<file path="src/rtl/pt_walker_pkg.sv">
`timescale 1ns/1ps
package pt_walker_pkg;
    typedef enum logic [2:0] {
        S_IDLE    = 3'd0,
        S_READ_L1 = 3'd1,
        S_WAIT_L1 = 3'd2,
        S_READ_L2 = 3'd3,
        S_WAIT_L2 = 3'd4,
        S_DONE    = 3'd5
    } walk_state_t;

    typedef enum logic [1:0] {
        FLT_NONE = 2'b00,
        FLT_L1   = 2'b01,
        FLT_L2   = 2'b10
    } walk_fault_t;
endpackage

</file>
<file path="src/rtl/pt_va_split.sv">
`timescale 1ns/1ps
module pt_va_split #(
    parameter int VA_W  = 16,
    parameter int OFF_W = 10,
    parameter int L1_W  = 3,
    parameter int L2_W  = 3
) (
    input  logic [VA_W-1:0]  vaddr,
    output logic [L1_W-1:0]  idx_root,
    output logic [L2_W-1:0]  idx_leaf,
    output logic [OFF_W-1:0] offset
);
    localparam int LEAF_LO = OFF_W;
    localparam int ROOT_LO = OFF_W + L2_W;

    always_comb begin
        offset   = vaddr[OFF_W-1:0];
        idx_leaf = vaddr[LEAF_LO +: L2_W];
        idx_root = vaddr[ROOT_LO +: L1_W];
    end
endmodule

</file>
<file path="src/rtl/pt_entry_decode.sv">
`timescale 1ns/1ps
module pt_entry_decode #(
    parameter int PTE_W   = 16,
    parameter int FRAME_W = 5,
    parameter int MA_W    = 16
) (
    input  logic [PTE_W-1:0]   pte,
    output logic               present,
    output logic [MA_W-1:0]    next_base,
    output logic [FRAME_W-1:0] frame
);
    localparam int BASE_W = PTE_W - 1;

    always_comb begin
        present   = pte[PTE_W-1];
        next_base = MA_W'(pte[BASE_W-1:0]);
        frame     = pte[FRAME_W-1:0];
    end
endmodule

</file>
<file path="src/rtl/pt_walk_fsm.sv">
`timescale 1ns/1ps
module pt_walk_fsm
    import pt_walker_pkg::*;
#(
    parameter int VA_W    = 16,
    parameter int OFF_W   = 10,
    parameter int L1_W    = 3,
    parameter int L2_W    = 3,
    parameter int FRAME_W = 5,
    parameter int MA_W    = 16
) (
    input  logic                       clk,
    input  logic                       rst_n,
    input  logic                       req_valid,
    input  logic [VA_W-1:0]            req_vaddr,
    output logic                       req_ready,
    input  logic [MA_W-1:0]            ptbr,
    output logic [VA_W-1:0]            vaddr_q,
    input  logic [L1_W-1:0]            idx_root,
    input  logic [L2_W-1:0]            idx_leaf,
    input  logic [OFF_W-1:0]           offset,
    output logic                       mem_rd_en,
    output logic [MA_W-1:0]            mem_rd_addr,
    input  logic                       mem_rd_valid,
    input  logic                       ent_present,
    input  logic [MA_W-1:0]            ent_base,
    input  logic [FRAME_W-1:0]         ent_frame,
    output logic                       rsp_valid,
    output logic [FRAME_W+OFF_W-1:0]   rsp_paddr,
    output logic [1:0]                 rsp_fault
);
    localparam int PA_W = FRAME_W + OFF_W;

    walk_state_t          state_q, state_nx;
    logic [MA_W-1:0]      root_q;
    logic [MA_W-1:0]      leaf_base_q;
    logic [FRAME_W-1:0]   frame_q;
    walk_fault_t          fault_q;

    // next-state selection
    always_comb begin
        state_nx = state_q;
        unique case (state_q)
            S_IDLE:    if (req_valid) state_nx = S_READ_L1;
            S_READ_L1: state_nx = S_WAIT_L1;
            S_WAIT_L1: if (mem_rd_valid) state_nx = ent_present ? S_READ_L2 : S_DONE;
            S_READ_L2: state_nx = S_WAIT_L2;
            S_WAIT_L2: if (mem_rd_valid) state_nx = S_DONE;
            S_DONE:    state_nx = S_IDLE;
            default:   state_nx = S_IDLE;
        endcase
    end

    // state register
    always_ff @(posedge clk or negedge rst_n) begin
        if (!rst_n) state_q <= S_IDLE;
        else        state_q <= state_nx;
    end

    // walk context registers
    always_ff @(posedge clk or negedge rst_n) begin
        if (!rst_n) begin
            vaddr_q     <= '0;
            root_q      <= '0;
            leaf_base_q <= '0;
            frame_q     <= '0;
            fault_q     <= FLT_NONE;
        end else begin
            unique case (state_q)
                S_IDLE: if (req_valid) begin
                    vaddr_q <= req_vaddr;
                    root_q  <= ptbr;
                    frame_q <= '0;
                    fault_q <= FLT_NONE;
                end
                S_WAIT_L1: if (mem_rd_valid) begin
                    if (ent_present) leaf_base_q <= ent_base;
                    else             fault_q     <= FLT_L1;
                end
                S_WAIT_L2: if (mem_rd_valid) begin
                    if (ent_present) frame_q <= ent_frame;
                    else             fault_q <= FLT_L2;
                end
                default: ;
            endcase
        end
    end

    // outputs
    always_comb begin
        req_ready   = (state_q == S_IDLE);
        mem_rd_en   = (state_q == S_READ_L1) || (state_q == S_READ_L2);
        mem_rd_addr = (state_q == S_READ_L2) ? (leaf_base_q + MA_W'(idx_leaf))
                                             : (root_q + MA_W'(idx_root));
        rsp_valid   = (state_q == S_DONE);
        rsp_fault   = fault_q;
        rsp_paddr   = (fault_q == FLT_NONE) ? {frame_q, offset} : PA_W'(0);
    end


    rd_pulse_chk: assert property (@(posedge clk) disable iff (!rst_n)
        mem_rd_en |=> !mem_rd_en);


    rsp_pulse_chk: assert property (@(posedge clk) disable iff (!rst_n)
        rsp_valid |=> (!rsp_valid && req_ready));


    busy_after_accept_chk: assert property (@(posedge clk) disable iff (!rst_n)
        (req_valid && req_ready) |=> !req_ready);


    fault_code_chk: assert property (@(posedge clk) disable iff (!rst_n)
        rsp_valid |-> (rsp_fault != 2'b11));


    fault_zero_pa_chk: assert property (@(posedge clk) disable iff (!rst_n)
        (rsp_valid && rsp_fault != 2'b00) |-> (rsp_paddr == '0));
endmodule

</file>
<file path="src/rtl/pt_walker.sv">
`timescale 1ns/1ps
module pt_walker #(
    parameter int VA_W    = 16,
    parameter int OFF_W   = 10,
    parameter int L1_W    = 3,
    parameter int L2_W    = 3,
    parameter int PTE_W   = 16,
    parameter int FRAME_W = 5,
    parameter int MA_W    = 16,
    localparam int PA_W   = FRAME_W + OFF_W
) (
    input  logic              clk,
    input  logic              rst_n,
    input  logic              req_valid,
    input  logic [VA_W-1:0]   req_vaddr,
    output logic              req_ready,
    input  logic [MA_W-1:0]   ptbr,
    output logic              mem_rd_en,
    output logic [MA_W-1:0]   mem_rd_addr,
    input  logic              mem_rd_valid,
    input  logic [PTE_W-1:0]  mem_rd_data,
    output logic              rsp_valid,
    output logic [PA_W-1:0]   rsp_paddr,
    output logic [1:0]        rsp_fault
);
    logic [VA_W-1:0]    vaddr_q;
    logic [L1_W-1:0]    idx_root;
    logic [L2_W-1:0]    idx_leaf;
    logic [OFF_W-1:0]   offset;
    logic               ent_present;
    logic [MA_W-1:0]    ent_base;
    logic [FRAME_W-1:0] ent_frame;

    pt_va_split #(.VA_W(VA_W), .OFF_W(OFF_W), .L1_W(L1_W), .L2_W(L2_W)) u_split (
        .vaddr    (vaddr_q),
        .idx_root (idx_root),
        .idx_leaf (idx_leaf),
        .offset   (offset)
    );

    pt_entry_decode #(.PTE_W(PTE_W), .FRAME_W(FRAME_W), .MA_W(MA_W)) u_decode (
        .pte       (mem_rd_data),
        .present   (ent_present),
        .next_base (ent_base),
        .frame     (ent_frame)
    );

    pt_walk_fsm #(
        .VA_W(VA_W), .OFF_W(OFF_W), .L1_W(L1_W), .L2_W(L2_W),
        .FRAME_W(FRAME_W), .MA_W(MA_W)
    ) u_fsm (
        .clk          (clk),
        .rst_n        (rst_n),
        .req_valid    (req_valid),
        .req_vaddr    (req_vaddr),
        .req_ready    (req_ready),
        .ptbr         (ptbr),
        .vaddr_q      (vaddr_q),
        .idx_root     (idx_root),
        .idx_leaf     (idx_leaf),
        .offset       (offset),
        .mem_rd_en    (mem_rd_en),
        .mem_rd_addr  (mem_rd_addr),
        .mem_rd_valid (mem_rd_valid),
        .ent_present  (ent_present),
        .ent_base     (ent_base),
        .ent_frame    (ent_frame),
        .rsp_valid    (rsp_valid),
        .rsp_paddr    (rsp_paddr),
        .rsp_fault    (rsp_fault)
    );
endmodule

</file>
<file path="config.mk">
export PLATFORM = sky130hd
export DESIGN_NAME = pt_walker
export DESIGN_NICKNAME = d
export VERILOG_FILES = /design/src/rtl/pt_walker_pkg.sv /design/src/rtl/pt_va_split.sv /design/src/rtl/pt_entry_decode.sv /design/src/rtl/pt_walk_fsm.sv /design/src/rtl/pt_walker.sv
export SDC_FILE = /design/constraint.sdc
export NUM_CORES = 1
export LEC_CHECK = 0
export BUFFER_PORTS_ARGS = -buffer_cell sky130_fd_sc_hd__buf_4
export CAP_MARGIN = 20
export CORE_MARGIN = 5
export CORE_UTILIZATION = 47
export CTS_CLUSTER_DIAMETER = 60
export DETAILED_ROUTE_END_ITERATION = 6
export PLACE_DENSITY = 0.77
export SYNTH_ARGS = -nofsm -noshare
export SYNTH_HDL_FRONTEND = slang
export SYNTH_SLANG_ARGS = --single-unit
</file>
<file path="constraint.sdc">
create_clock -name clk -period 3.14 [get_ports clk]
set_clock_uncertainty 0.1 [all_clocks]
set_input_delay 0.471 -clock clk [delete_from_list [all_inputs] [get_ports clk]]
set_output_delay 0.471 -clock clk [all_outputs]
set_load 0.02 [all_outputs]
</file>
==> Word-level counts from Yosys, hierarchy flattened <==
Cells that the tools add are included.
Widths: inputs -> output; s select.
{ "op_classes": {"shifts": 0, "reduce_logical": 10, "muxes": 17, "bitwise": 0, "n_lt_le_gt_ge": 0, "n_div": 0, "n_eq_ne": 11, "n_addsub": 2, "mul": 0} }
{ "ops": {"columns": ["op", "count"], "rows": [
  ["$add 15x3->16", 1],
  ["$add 16x3->16", 1],
  ["$mux 16", 1],
  ["$mux 15", 1],
  ["$mux 5", 3],
  ["$pmux 3 s5", 1],
  ["$mux 3", 4],
  ["$ne 2x2->1 const B", 6],
  ["$mux 2", 5],
  ["$pmux 5 s2", 1],
  ["$eq 3x2->1 const B", 2],
  ["$eq 3x3->1 const B", 2],
  ["$pmux 2 s3", 1],
  ["$reduce_and 3->1", 2],
  ["$reduce_and 6->1", 1],
  ["$reduce_and 4->1", 1],
  ["$eq 3x1->1 const B", 1],
  ["$logic_not 3->1", 1],
  ["$reduce_bool 3->1", 1],
  ["$logic_not 2->1", 1],
  ["$reduce_and 2->1", 1],
  ["$reduce_bool 2->1", 1],
  ["$logic_or 1x1->1", 1]
]} }
{ "totals": {"wordCells": 46, "output_inout_bits": 36, "register_bits": 57, "in_bits": 52, "romBits": 0, "memories": 0, "latch_bits": 0, "ramBits": 0} }

==> Logic depth before layout (Yosys ltp) <==
{ "logic_depth": {"word_depth": 3, "mapped_depth": 7, "ltp_nobuf": 7} }

==> Modules after synthesis <==
A second synthesis with hierarchy kept.
{ "hier_totals": {"cells_unflattened": 315, "area_unflattened_um2": 3493.4} }
{ "by_module_without_submodules": {"columns": ["mod", "n_inst", "cells_each", "area_each_um2", "seq_area_each_um2"], "rows": [
  ["pt_walk_fsm", 1, 276, 3204.3, 1451.4],
  ["pt_entry_decode", 1, 23, 168.9, 0.0],
  ["pt_va_split", 1, 16, 120.1, 0.0]
]} }

==> Worst setup path after synthesis <==
Ideal clock, no wire load.
{ "synth_timing": {"kind": "register -> output", "start": "register u_fsm.vaddr_q[10]", "end": "output port mem_rd_addr[10]", "setup_slack_ns": 0.603, "path_buffers": 0, "stages_incl_launch_ff": 8, "required_ns": 2.569, "t_arrival_ns": 1.966, "cell_sequence": "dfrtp_1 -> ha_1 -> fa_1 -> a21o_1 -> nor2b_1 -> and4_1 -> xnor2_1 -> mux2i_1"} }
{ "synth_via": {"elab_chain_len": 2} }
{ "synth_lines": {"columns": ["item", "line", "text"], "rows": [
  ["start: declaration", "pt_walk_fsm.sv:18", "output logic [VA_W-1:0] vaddr_q,"],
  ["start signal: assignment", "pt_walk_fsm.sv:71", "vaddr_q <= req_vaddr;"],
  ["$add 15x3->16", "pt_walk_fsm.sv:93", "mem_rd_addr = (state_q == S_READ_L2) ? (leaf_base_q + MA_W'(idx_leaf))"],
  ["$mux 16", "pt_walk_fsm.sv:93", null],
  ["end: declaration", "pt_walker.sv:19", "output logic [MA_W-1:0] mem_rd_addr,"]
]} }
No other way between the ends.

==> Final worst setup path <==
Ends and elaborated chain as after synthesis.

==> summary.md <==
| Metric | Value |
|---|---|
| Run status | finished, final reports clean |
| Fraction of power consumed by sequential logic | 30.3% |
| Total track usage | 18.2% |
| Sum of negative setup slack | 0 ns |
| Number of placement rows | 30 |
| Most frequently used flop master after synthesis | dfrtp_1 |
| Wire length of the first global-routing pass | 12.3 mm |
| Final weighted congestion of routability-driven global placement | 0.826 |
| WL per Instance | 15.7 um |
| Class of the tightest hold or removal check | input pin to asynchronous set/reset pin |
| Synth Net Count | 346 |
| Internal power | 2.88 mW |
| First-pass DRT Iterations | 4 |
| Half-perimeter wire length after detailed placement | 5.32 mm |
| Unrepaired setup endpoints after global routing | no |
| Proportion of synthesized chip area in sequential cells | 44.6% |
| Starting Density | 47.6% |
| Number of synthesized flops with an enable pin | 0 |
| Overflow left after global routing | 0 |
| Count of pins on the block boundary | 88 |
| Transition time of the tightest slew-check pin | 0.712 ns |
| Post-route DRC | 0 |
| Combinational power share | 50.0% |
| Net Sw Frac | 39.9% |
| CTS clock-pin slew for the worst setup and hold paths | 0.07 ns |
| Worst slack at placement | 0.547 ns |
| CP Capture Type | primary output |
| Required time worst endpoint | 2.57 ns |
| TritonCTS Buffers | 9 |
| Static leakage power | 1.97 nW |
| Routed Antenna Nets | 0 |
| Post-synth top cells | dfrtp_1 (57), mux2_1 (48), nand2_1 (29) |
| TritonCTS clock tree | done |
| Cell accounting for the most synthesized area | dfrtp_1 |
| Final cell count without fillers | 459 |
| Fraction of the core area covered by cells at the end of the flow | 62.1% |
| Post-CTS setup buffers | 0 |
| Power density relative to cell area | 1150 mW/mm2 |
| Fraction of registers with async set/reset | 100% |
| Slew Limit Fails | 0 |
| H-Tree Level Count | 3 |
| Proportion of layout cells with a drive suffix above 1 | 30.6% |
| I/O Buffers | 87 |
| Total vias in the final route | 2389 |
| Pin count of the biggest net entering global routing | 58 |
| Cell Count Post-Placement | 443 |
| Clock network fraction of design power | 19.7% |
| Total wire length | 7.21 mm |
| Final setup violation count | 0 |
| Flip-flop and latch count after synthesis | 57 |
| Number of library cell types mapped by synthesis | 39 |
| Layout fillers | 531 |
| Area of the mapped netlist | 0.00320 mm2 |
| Final design instance area without fill | 0.00417 mm2 |
| Die boundary height | 92.5 um |
| Horiz. Die Dim | 92.5 um |
| Worst slack on hold paths | 0.0882 ns |
| Leading post-synthesis cells by cell area | dfrtp_1 (45%), mux2_1 (17%), xor2_1 (4.1%) |
| Max-cap violation count | 0 |
| Most repeated cell in the gate-level netlist after synthesis | dfrtp_1 |
| Launching element type of the critical path | flip-flop |
| CTS Hold Buffers Added | 0 |
| Number of buffers and inverters on the critical path | 1 |
| Power Total | 4.80 mW |
| Final Net Count | 434 |
| Crit Path Max Fanout | 4 |
| Worst-case headroom to the max-slew limit | 52.3% |
| Overall die area | 0.00855 mm2 |
| Clk sinks | 57 |
| Portion of synthesized cell area occupied by the leading cell type | 44.6% |
| Arrival @ worst endpoint | 2.38 ns |
| Via-to-Cell Ratio | 5.20 |
| Max incr delay on CP | 0.42 ns |
| Fin worst setup slack | 0.189 ns |
| Critical path, cell by cell | ha_1 > fa_1 > a21o_1 > nor2b_1 > and4_1 > xnor2_1 > mux2i_1 > buf_4 |
| Maximum buffer depth of the clock tree | 2 |
| Antenna diode instance count | 0 |
| Shortest clock period the worst path allows after layout | 2.95 ns |
| Total number of yosys warnings | 0 |
| Gates resized, CTS repair | 0 |
| Worst supply voltage drop on vdd | 0.000512 V |
| Syn_area_per_cell | 11.2 um2 |
| Placed Instance Area | 0.00390 mm2 |
| Library cell contributing the largest single delay on the critical path | fa_1 |
| Cell family contributing the most delay on the critical path | adder cells |
| Initial antenna violation count | 0 |
| Library cell used as clock root buffer | clkbuf_8 |
| Final clock period utilization by the worst path | 94.0% |
| Net Switching | 1.92 mW |
| Final number of hold-violating endpoints | 0 |
| Crit path kind | flip-flop to primary output |
| Area of the core region | 0.00672 mm2 |
| F_max | 0.339 GHz |
| Count of routing violations after the opening detailed-route iteration | 80 |
| Syn-to-layout area delta | 30.5% |
| Insertion delay to the later sink of the worst-skew pair | 0.33 ns |
| Via count of the first global-routing pass | 2530 |
| Syn Inst Count | 286 |
==> cell type report <==
type	instances	area (um2)	share of cell area, %
Clock inverter	5	125	3.00
Sequential cell	57	1430	34.2
Multi-Input combinational cell	214	1690	40.5
Clock buffer	11	151	3.63
Inverter	3	11.3	0.270
Tap cell	80	100	2.40
Timing Repair Buffer	89	668	16.0
==> flip-flops by register name, summed over array words and instances (netlist names) <==
signal and count:
u_fsm.leaf_base_q 15, u_fsm.root_q 16, u_fsm.vaddr_q 16, u_fsm.rsp_fault 2, u_fsm.state_q 3, u_fsm.frame_q 5
==> worst paths after layout <==
kind / slack, ns / endpoint / start / depth (start not counted)
setup / recovery: 0.19 / mem_rd_addr[10] / u_fsm.vaddr_q[10] / 8
hold / removal: 0.09 / u_fsm.root_q[9] / rst_n / 1
setup reg to reg: 1.21 / u_fsm.root_q[14] / u_fsm.state_q[0] / 4
hold reg to reg: 0.37 / u_fsm.frame_q[2] / u_fsm.frame_q[2] / 2
max in group asynchronous: 2.38 / u_fsm.root_q[14] / rst_n / 1
min in group clk: 0.24 / u_fsm.root_q[13] / ptbr[13] / 2
==> metal layers <==
| layer | up-vias | global-route usage (%) | part of all wire, % |
|---|---|---|---|
| met1 | 1135 | 23.0 | 44 |
| met5 | - | 0 | 0 |
| met2 | 78 | 29.7 | 49 |
| li1 | 1169 | - | - |
| met4 | 0 | 4.58 | 1.2 |
| met3 | 7 | 6.26 | 5.4 |
==> worst reg2reg max path, stage by stage (launching register included) <==
cell,delay (ns)
dfrtp_1,0.55
nor3_2,0.24
and2_1,0.14
buf_4,0.39
mux2_1,0.39
==> power by group through the flow <==
stage	logic, mW	registers (mW)	clock network (mW)
2_1_floorplan	1.66	1.35	0
3_3_place_gp	2.37	1.43	0
3_5_place_dp	2.41	1.46	0
4_1_cts	2.44	1.45	0.968
5_1_grt	2.62	1.51	1.00
6_report	2.40	1.45	0.948
==> cell families after synthesis <==
group                      Yosys count  synth area share, %
DFF                                 57                 44.6
buffers and inverters               15                 2.54
xor gates and xnor gates            27                 7.39
and+or+nand+nor                     98                 16.8
muxes                               60                 20.7
adders and majority gates            8                 3.60
AOI/OAI and AO/OA                   21                 4.38
==> layout by cell type, fill, tap and decap left out, types with 2 or more instances in the layout <==
cell type,instances
mux2i_1,11
xnor2_1,12
a21oi_1,8
nand3_1,13
clkbuf_8,11
nand4_1,6
nand2_1,29
dfrtp_1,57
inv_1,3
ha_1,6
fa_1,2
nor3_2,4
nor2_1,13
bufinv_16,4
xor2_1,15
and3_1,2
buf_4,89
a21oi_2,2
mux2_1,48
a21o_1,4
nor3_1,2
and2_1,18
and4_1,2
nor2b_1,2
Power figures use the tool's default switching activity.
